$ cat config.mk
export PLATFORM = sky130hd
export DESIGN_NAME = i2s_mic_tx
export DESIGN_NICKNAME = d
export VERILOG_FILES = /design/src/rtl/i2s_mic_pkg.sv /design/src/rtl/i2s_mic_sync.sv /design/src/rtl/i2s_mic_slot_tracker.sv /design/src/rtl/i2s_mic_sample_hold.sv /design/src/rtl/i2s_mic_shifter.sv /design/src/rtl/i2s_mic_tx.sv
export SDC_FILE = /design/constraint.sdc
export NUM_CORES = 1
export LEC_CHECK = 0
export CORE_ASPECT_RATIO = 1.25
export CORE_MARGIN = 2
export CORE_UTILIZATION = 56
export DETAILED_ROUTE_END_ITERATION = 8
export PLACE_DENSITY = 0.83
export SLEW_MARGIN = 40
export SYNTH_ARGS = -nofsm -noshare
export SYNTH_HDL_FRONTEND = slang
export SYNTH_SLANG_ARGS = --single-unit
$ cat constraint.sdc
create_clock -name clk -period 2.87 [get_ports clk]
set_clock_uncertainty 0.2 [all_clocks]
set_input_delay 0.4305 -clock clk [delete_from_list [all_inputs] [get_ports clk]]
set_output_delay 0.4305 -clock clk [all_outputs]
set_load 0.01 [all_outputs]
$ cat src/rtl/i2s_mic_pkg.sv
package i2s_mic_pkg;

  typedef enum logic {
    CH_WS_LOW  = 1'b0,
    CH_WS_HIGH = 1'b1
  } chan_e;

  // Next slot position after one SCK fall within a half-frame, held at the last slot.
  function automatic int unsigned slot_advance(int unsigned pos, int unsigned slot_w);
    if (pos + 1 >= slot_w) return slot_w - 1;
    return pos + 1;
  endfunction

  // True for the slot positions that carry a data bit (1 .. data_w).
  function automatic logic slot_carries_bit(int unsigned pos, int unsigned data_w);
    return (pos >= 1) && (pos <= data_w);
  endfunction

  // Data bit index sent in a given slot position (MSB in slot 1).
  function automatic int unsigned slot_bit_index(int unsigned pos, int unsigned data_w);
    return data_w - pos;
  endfunction

endpackage

$ cat src/rtl/i2s_mic_sync.sv
module i2s_mic_sync #(
  parameter int unsigned W      = 2,
  parameter int unsigned STAGES = 2
) (
  input  logic         clk,
  input  logic         rst_n,
  input  logic [W-1:0] din,
  output logic [W-1:0] lvl
);

  for (genvar b = 0; b < W; b++) begin : g_bit
    logic [STAGES-1:0] chain;
    always_ff @(posedge clk or negedge rst_n) begin
      if (!rst_n) chain <= '0;
      else        chain <= {chain[STAGES-2:0], din[b]};
    end
    assign lvl[b] = chain[STAGES-1];
  end

endmodule

$ cat src/rtl/i2s_mic_slot_tracker.sv
module i2s_mic_slot_tracker
  import i2s_mic_pkg::*;
#(
  parameter int unsigned SLOT_W = 32,
  parameter int unsigned CNT_W  = 5
) (
  input  logic             clk,
  input  logic             rst_n,
  input  logic             step,
  input  logic             ws_lvl,
  output logic [CNT_W-1:0] pos,
  output logic [CNT_W-1:0] pos_nxt,
  output logic             aligned,
  output logic             aligned_nxt
);

  logic ws_last;
  logic primed;
  logic ws_edge;

  assign ws_edge     = step & primed & (ws_lvl != ws_last);
  assign aligned_nxt = aligned | ws_edge;

  always_comb begin
    if (ws_edge) pos_nxt = '0;
    else         pos_nxt = CNT_W'(slot_advance(int'(pos), SLOT_W));
  end

  always_ff @(posedge clk or negedge rst_n) begin
    if (!rst_n) begin
      ws_last <= 1'b0;
      primed  <= 1'b0;
      aligned <= 1'b0;
      pos     <= '0;
    end else if (step) begin
      primed  <= 1'b1;
      ws_last <= ws_lvl;
      aligned <= aligned_nxt;
      if (aligned_nxt) pos <= pos_nxt;
    end
  end

endmodule

$ cat src/rtl/i2s_mic_sample_hold.sv
module i2s_mic_sample_hold #(
  parameter int unsigned DATA_W = 24
) (
  input  logic              clk,
  input  logic              rst_n,
  input  logic              smp_valid,
  input  logic [DATA_W-1:0] smp_data,
  output logic [DATA_W-1:0] word
);

  always_ff @(posedge clk or negedge rst_n) begin
    if (!rst_n)         word <= '0;
    else if (smp_valid) word <= smp_data;
  end

endmodule

$ cat src/rtl/i2s_mic_shifter.sv
module i2s_mic_shifter
  import i2s_mic_pkg::*;
#(
  parameter int unsigned DATA_W = 24,
  parameter int unsigned CNT_W  = 5
) (
  input  logic              clk,
  input  logic              rst_n,
  input  logic              step,
  input  logic              aligned_nxt,
  input  logic              own_half,
  input  logic [CNT_W-1:0]  pos_nxt,
  input  logic [DATA_W-1:0] word,
  output logic              sd_out,
  output logic              sd_oe
);

  logic [DATA_W-1:0] shreg;
  logic              load_evt;
  logic              drive_evt;
  logic              active;

  assign active    = step & aligned_nxt & own_half;
  assign load_evt  = active & (pos_nxt == '0);
  assign drive_evt = active & slot_carries_bit(int'(pos_nxt), DATA_W);

  always_ff @(posedge clk or negedge rst_n) begin
    if (!rst_n) begin
      shreg  <= '0;
      sd_out <= 1'b0;
      sd_oe  <= 1'b0;
    end else begin
      if (load_evt)       shreg <= word;
      else if (drive_evt) shreg <= {shreg[DATA_W-2:0], 1'b0};
      if (step) begin
        sd_oe  <= drive_evt;
        sd_out <= drive_evt & shreg[DATA_W-1];
      end
    end
  end

endmodule

$ cat src/rtl/i2s_mic_tx.sv
module i2s_mic_tx
  import i2s_mic_pkg::*;
#(
  parameter int unsigned DATA_W      = 24,
  parameter int unsigned SLOT_W      = 32,
  parameter int unsigned SYNC_STAGES = 2
) (
  input  logic              clk,
  input  logic              rst_n,
  input  logic              chan_sel,
  input  logic              sck,
  input  logic              ws,
  input  logic [DATA_W-1:0] smp_data,
  input  logic              smp_valid,
  output logic              sd_out,
  output logic              sd_oe
);

  localparam int unsigned CNT_W = $clog2(SLOT_W);

  logic [1:0]        bus_lvl;
  logic              sck_lvl;
  logic              ws_lvl;
  logic              sck_prev;
  logic              sck_fall;
  logic [CNT_W-1:0]  slot_pos;
  logic [CNT_W-1:0]  slot_pos_nxt;
  logic              aligned;
  logic              aligned_nxt;
  logic              own_half;
  logic [DATA_W-1:0] held_word;

  i2s_mic_sync #(.W(2), .STAGES(SYNC_STAGES)) u_sync (
    .clk   (clk),
    .rst_n (rst_n),
    .din   ({ws, sck}),
    .lvl   (bus_lvl)
  );

  assign sck_lvl = bus_lvl[0];
  assign ws_lvl  = bus_lvl[1];

  always_ff @(posedge clk or negedge rst_n) begin
    if (!rst_n) sck_prev <= 1'b0;
    else        sck_prev <= sck_lvl;
  end

  assign sck_fall = sck_prev & ~sck_lvl;
  assign own_half = (chan_e'(ws_lvl) == chan_e'(chan_sel));

  i2s_mic_slot_tracker #(.SLOT_W(SLOT_W), .CNT_W(CNT_W)) u_track (
    .clk         (clk),
    .rst_n       (rst_n),
    .step        (sck_fall),
    .ws_lvl      (ws_lvl),
    .pos         (slot_pos),
    .pos_nxt     (slot_pos_nxt),
    .aligned     (aligned),
    .aligned_nxt (aligned_nxt)
  );

  i2s_mic_sample_hold #(.DATA_W(DATA_W)) u_hold (
    .clk       (clk),
    .rst_n     (rst_n),
    .smp_valid (smp_valid),
    .smp_data  (smp_data),
    .word      (held_word)
  );

  i2s_mic_shifter #(.DATA_W(DATA_W), .CNT_W(CNT_W)) u_shift (
    .clk         (clk),
    .rst_n       (rst_n),
    .step        (sck_fall),
    .aligned_nxt (aligned_nxt),
    .own_half    (own_half),
    .pos_nxt     (slot_pos_nxt),
    .word        (held_word),
    .sd_out      (sd_out),
    .sd_oe       (sd_oe)
  );

endmodule

Word level (Yosys, flattened, before mapping) --
Cells that the tools add are included.
Cells by class: add/subtract/negate cells 1, $lt $le $gt $ge 3, equality and inequality tests 2, multiplexer cells 7, bitwise logic cells 10, reduce and logical (&&, ||, !) cells 4
Operator list (number):
- $mux 24 | 2
- $mux 5 | 3
- $and 1x1->1 | 8
- $add 5x1->6 const B | 1
- $ge 6x6->1 const B | 1
- $ge 5x1->1 const B | 1
- $le 5x5->1 const B | 1
- $logic_not 5->1 | 1
- $mux 1 | 2
- $reduce_and 2->1 | 1
- $reduce_bool 2->1 | 1
- $eq 1x1->1 | 1
- $logic_and 1x1->1 | 1
- $ne 1x1->1 | 1
- $not 1->1 | 1
- $or 1x1->1 | 1
Storage, ports and cells: register bits 63, output and inout bits 2, word-level logic and storage cells 38

Logic depth before layout (Yosys ltp) --
word-level depth 12, depth in mapped cells 8, gate-level depth less buffers 6

Cells and area by module --
From an unflattened synthesis, not the netlist that was laid out.
Unflattened totals: cells, all modules 239, area, all modules 3123.0 um^2
Modules (own cells, without submodules):
- i2s_mic_shifter | instances 1, cells an instance 127, area each 1436.4 um^2, seq. area each 650.6 um^2
- i2s_mic_sample_hold | instances 1, cells an instance 51, area each 997.2 um^2, seq. area each 600.6 um^2
- i2s_mic_slot_tracker | instances 1, cells an instance 52, area each 534.3 um^2, seq. area each 200.2 um^2
- i2s_mic_sync | instances 1, cells an instance 6, area each 115.1 um^2, seq. area each 100.1 um^2
- i2s_mic_tx | instances 1, cells an instance 3, area each 40.0 um^2, seq. area each 25.0 um^2

Worst setup path after synthesis --
OpenSTA, ideal clock, no wires.
path type flip-flop to flip-flop, start reg u_track.pos[0], end reg u_shift.shreg[10], library setup time 0.125 ns, arrival time 2.200 ns, data required time 2.545 ns, slack 0.345 ns, stages on the path, launching flop included 7, clock period less this slack 2.525 ns, cells stage by stage dfrtp_1 ha_1 or4b_4 o21ai_4 buf_6 mux2_1 mux2_4
On the way: word-level cells in the longest chain between the ends 10, elaborated cells between the ends (all ways) 15, those cells by class add/sub: 1; order compare: 3; mux: 6; bitwise: 2; reduce/logical: 3
Ends and longest elaborated chain:
- start: declaration | line i2s_mic_slot_tracker.sv:11 | output logic [CNT_W-1:0] pos,
- start signal: assignment | line i2s_mic_slot_tracker.sv:39 | if (aligned_nxt) pos <= pos_nxt;
- $add 5x1->6 * | line i2s_mic_pkg.sv:10 | if (pos + 1 >= slot_w) return slot_w - 1;
- $ge 6x6->1 | line i2s_mic_pkg.sv:10
- $mux 1 | line i2s_mic_pkg.sv:10
- $mux 1 | line i2s_mic_slot_tracker.sv:25 | if (ws_edge) pos_nxt = '0;
- $mux 5 * | line i2s_mic_pkg.sv:11 | return pos + 1;
- $mux 5 * | line i2s_mic_slot_tracker.sv:25
- $ge 5x1->1 / $le 5x5->1 (equally long branches) | line i2s_mic_pkg.sv:16 | return (pos >= 1) && (pos <= data_w);
- $logic_and 1x1->1 | line i2s_mic_pkg.sv:16
- $and 1x1->1 | line i2s_mic_shifter.sv:25 | assign drive_evt = active & slot_carries_bit(int'(pos_nxt), DATA_W);
- $reduce_bool 2->1 (no source line)
- end signal: assignment | line i2s_mic_shifter.sv:33 | if (load_evt) shreg <= word;
- end signal: assignment | line i2s_mic_shifter.sv:34 | else if (drive_evt) shreg <= {shreg[DATA_W-2:0], 1'b0};
- end: declaration | line i2s_mic_shifter.sv:18 | logic [DATA_W-1:0] shreg;
Every way passes the cells marked *; elsewhere a longest branch is shown, timed or not. The select of a mux whose other input is x is not followed. A chain may end at the register's enable or synchronous reset.

Final worst setup path --
start reg u_track.pos[0], end reg u_shift.shreg[22]
Same word-level chain as after synthesis.

==> reports/qor.yml <==
outcome: "completed"
avgSynthCellArea_um2: 14.7
path_clk_slew_ps: 70
setup_tns_ps: 0
cts_sinks: 63
synth_top_area_frac: 0.550
final_cell_area_mm2: 0.00346
grt_pass1_wl_mm: 8.51
ys_seq_area_frac: 0.550
clock_power_share: 0.274
cts_made_buffers: 9
ys_ff_latch: 63
synthTopCellsByCount: "dfrtp_1 (63), mux2_2 (35), mux2_1 (19), mux2_4 (17), o21ai_0 (8)"
grt_overflow: 0
core_area_mm2: 0.00501
finish.utilization: 0.692
hold_viol_final: 0
grt_use_total: 0.207
finalNetCount: 265
critical_path_arrival_ps: 2640
netlist_area_mm2: 0.00286
setup_viol: 0
p_per_area_mw_per_mm2: 867
synthArstFlopShare: 1.00
antennaDiodeCount: 0
ir_worst_vdd_uv: 689
slew_viol_final: 0
synth_edf_count: 0
tightest_slew_ps: 330
die_h_um: 84.0
clockBufferDepth: 2
top_level_ports: 32
clk_latency_ps: 340
die_area_mm2: 0.00571
cts_root_buf: "clkbuf_8"
first_global_vias: 1779
initialDrtViolationCount: 84
area_growth_pct: 20.9
initial_utilization: 0.572
cts_tree: "yes"
crit_type: "flip-flop to flip-flop"
synthDistinctLibCells: 35
drive_above_1_share: 0.339
seq_power_share: 0.433
num_rows: 29
ant_nets: 0
gp_congestion: 0.802
synth_top_flop_cell: "dfrtp_1"
route.vias.total: 1640
worstHoldPathCells: 0
cp.required_ps: 2890
p_total_mw: 3.00
first_pass_iters: 4
vias_per_cell: 5.45
antenna_found_initial: 0
start_kind: "flip-flop"
placed_area_mm2: 0.00324
rsz0062_at_grt: "no"
hp-class: "flip-flop to flip-flop"
die_x_um: 68.0
port_buffers: 31
synthMostInstantiatedCell: "dfrtp_1"
h-tree-depth: 3
finalWirelength_mm: 4.90
leakagePower_nw: 1.50
cap_violations: 0
yosys_warnings: 0
synth.largest_area_cell: "dfrtp_1"
drc: 0
worst-r2r-cell-count: 6
cp-end-kind: "flip-flop"
ys_top_cells_by_area: "dfrtp_1 (55%), mux2_2 (14%), mux2_4 (8.9%)"
min_period_ps: 2630
max_freq_ghz: 0.381
slew-limit-headroom: 0.780
routedWlPerCell_um: 16.3
power.internal_mw: 2.17
worstPathMaxFanout: 24
syn-instance-count: 195
combPwrFrac: 0.293
dp_hpwl_mm: 3.23
grt_max_degree: 64
power_switching_share: 0.278
power.switching_uw: 834
synth_nets: 226
fin_crit_sh: 0.915
[metal layers]
layer,wire [um],share of wire,track usage,vias to the layer above
met2,2510,0.51,0.323,26
met1,2180,0.45,0.263,826
met5,0,0,0,-
met4,100,0.020,0.115,0
li1,-,-,-,780
met3,104,0.021,0.0445,8
[worst max-delay path, cell delays in order, from the launching register on]
cell and delay [ps]:
dfrtp_1 430, ha_1 350, or4b_4 520, o21ai_4 180, buf_12 190, mux2_2 360
mux2_2 270
[registers in the layout, summed over array words and instances (netlist names)]
register / flops
u_hold.word: 24
u_shift.shreg: 24
u_track.pos: 5
u_sync.g_bit.chain: 4
sck_prev: 1
u_shift.sd_oe: 1
u_shift.sd_out: 1
u_track.aligned: 1
u_track.primed: 1
u_track.ws_last: 1
[through the flow]
step | std cells | setup WS [ps] | hold WS [ps]
floorplan | 195 | 345 | -65.1
CTS | 301 | 249 | 159
global placement | 284 | 323 | 134
global route | 301 | 179 | 178
finish | 301 | 244 | 156
detailed placement | 284 | 262 | 143
[path summary, 6_finish.rpt]
path	from	slack [ps]	endpoint
max in group asynchronous	rst_n	1760	u_hold.word[4]
worst min-delay path	u_sync.g_bit[1].chain[0]	160	u_sync.g_bit[1].chain[1]
worst max-delay path	u_track.pos[0]	240	u_shift.shreg[22]
worst max register to register	u_track.pos[0]	240	u_shift.shreg[22]
worst min register to register	u_sync.g_bit[1].chain[0]	160	u_sync.g_bit[1].chain[1]
min in group asynchronous	rst_n	430	u_sync.g_bit[1].chain[0]
[logic make-up after synthesis]
logic type	synth area share
adders and majority gates	0.00437
buffers and inverters	0.0319
muxes	0.301
DFF	0.550
and+or+nand+nor	0.0502
xor gates and xnor gates	0.00874
AOI/OAI and AO/OA	0.0529
[layout by cell type (no fill, tap or decap), types with 2 or more instances in the layout]
cell             Yosys  layout
dfrtp_1             63      63
mux2_2              35      35
clkdlybuf4s50_1      0      30
mux2_1              19      19
mux2_4              17      17
clkbuf_8             0       9
o21ai_0              8       8
nand2_1              6       6
nor2_1               5       5
nand3_1              4       4
clkinv_2             0       4
inv_1                3       3
nand2b_1             3       3
buf_12               1       3
a31oi_1              2       2
bufinv_16            0       2
buf_4                0       2
[what timing repair did]
action | CTS | global route
hold buffers | 1 | 0
endpoints found under the hold margin | 63 | 0
buffers inserted | 0 | 0
resized for setup | 0 | 0
[power by group through the flow]
stage	Sequential (mW)	Combinational [mW]	Clock [mW]
after floorplan	1.25	0.705	0
after global placement	1.29	0.836	0
after detailed placement	1.31	0.880	0
after CTS	1.30	0.895	0.839
after global routing	1.33	0.973	0.881
final	1.30	0.880	0.822
[layout make-up]
cell class	count	area [um2]
well taps	62	77.6
clock inverters	7	87.6
fillers	355	1540
inverters	3	11.3
multi-input cells	120	1200
flip-flops and latches	63	1580
clock buffers	9	124
repair buffers	37	390
Note: power is estimated with default switching activity, not from simulation.
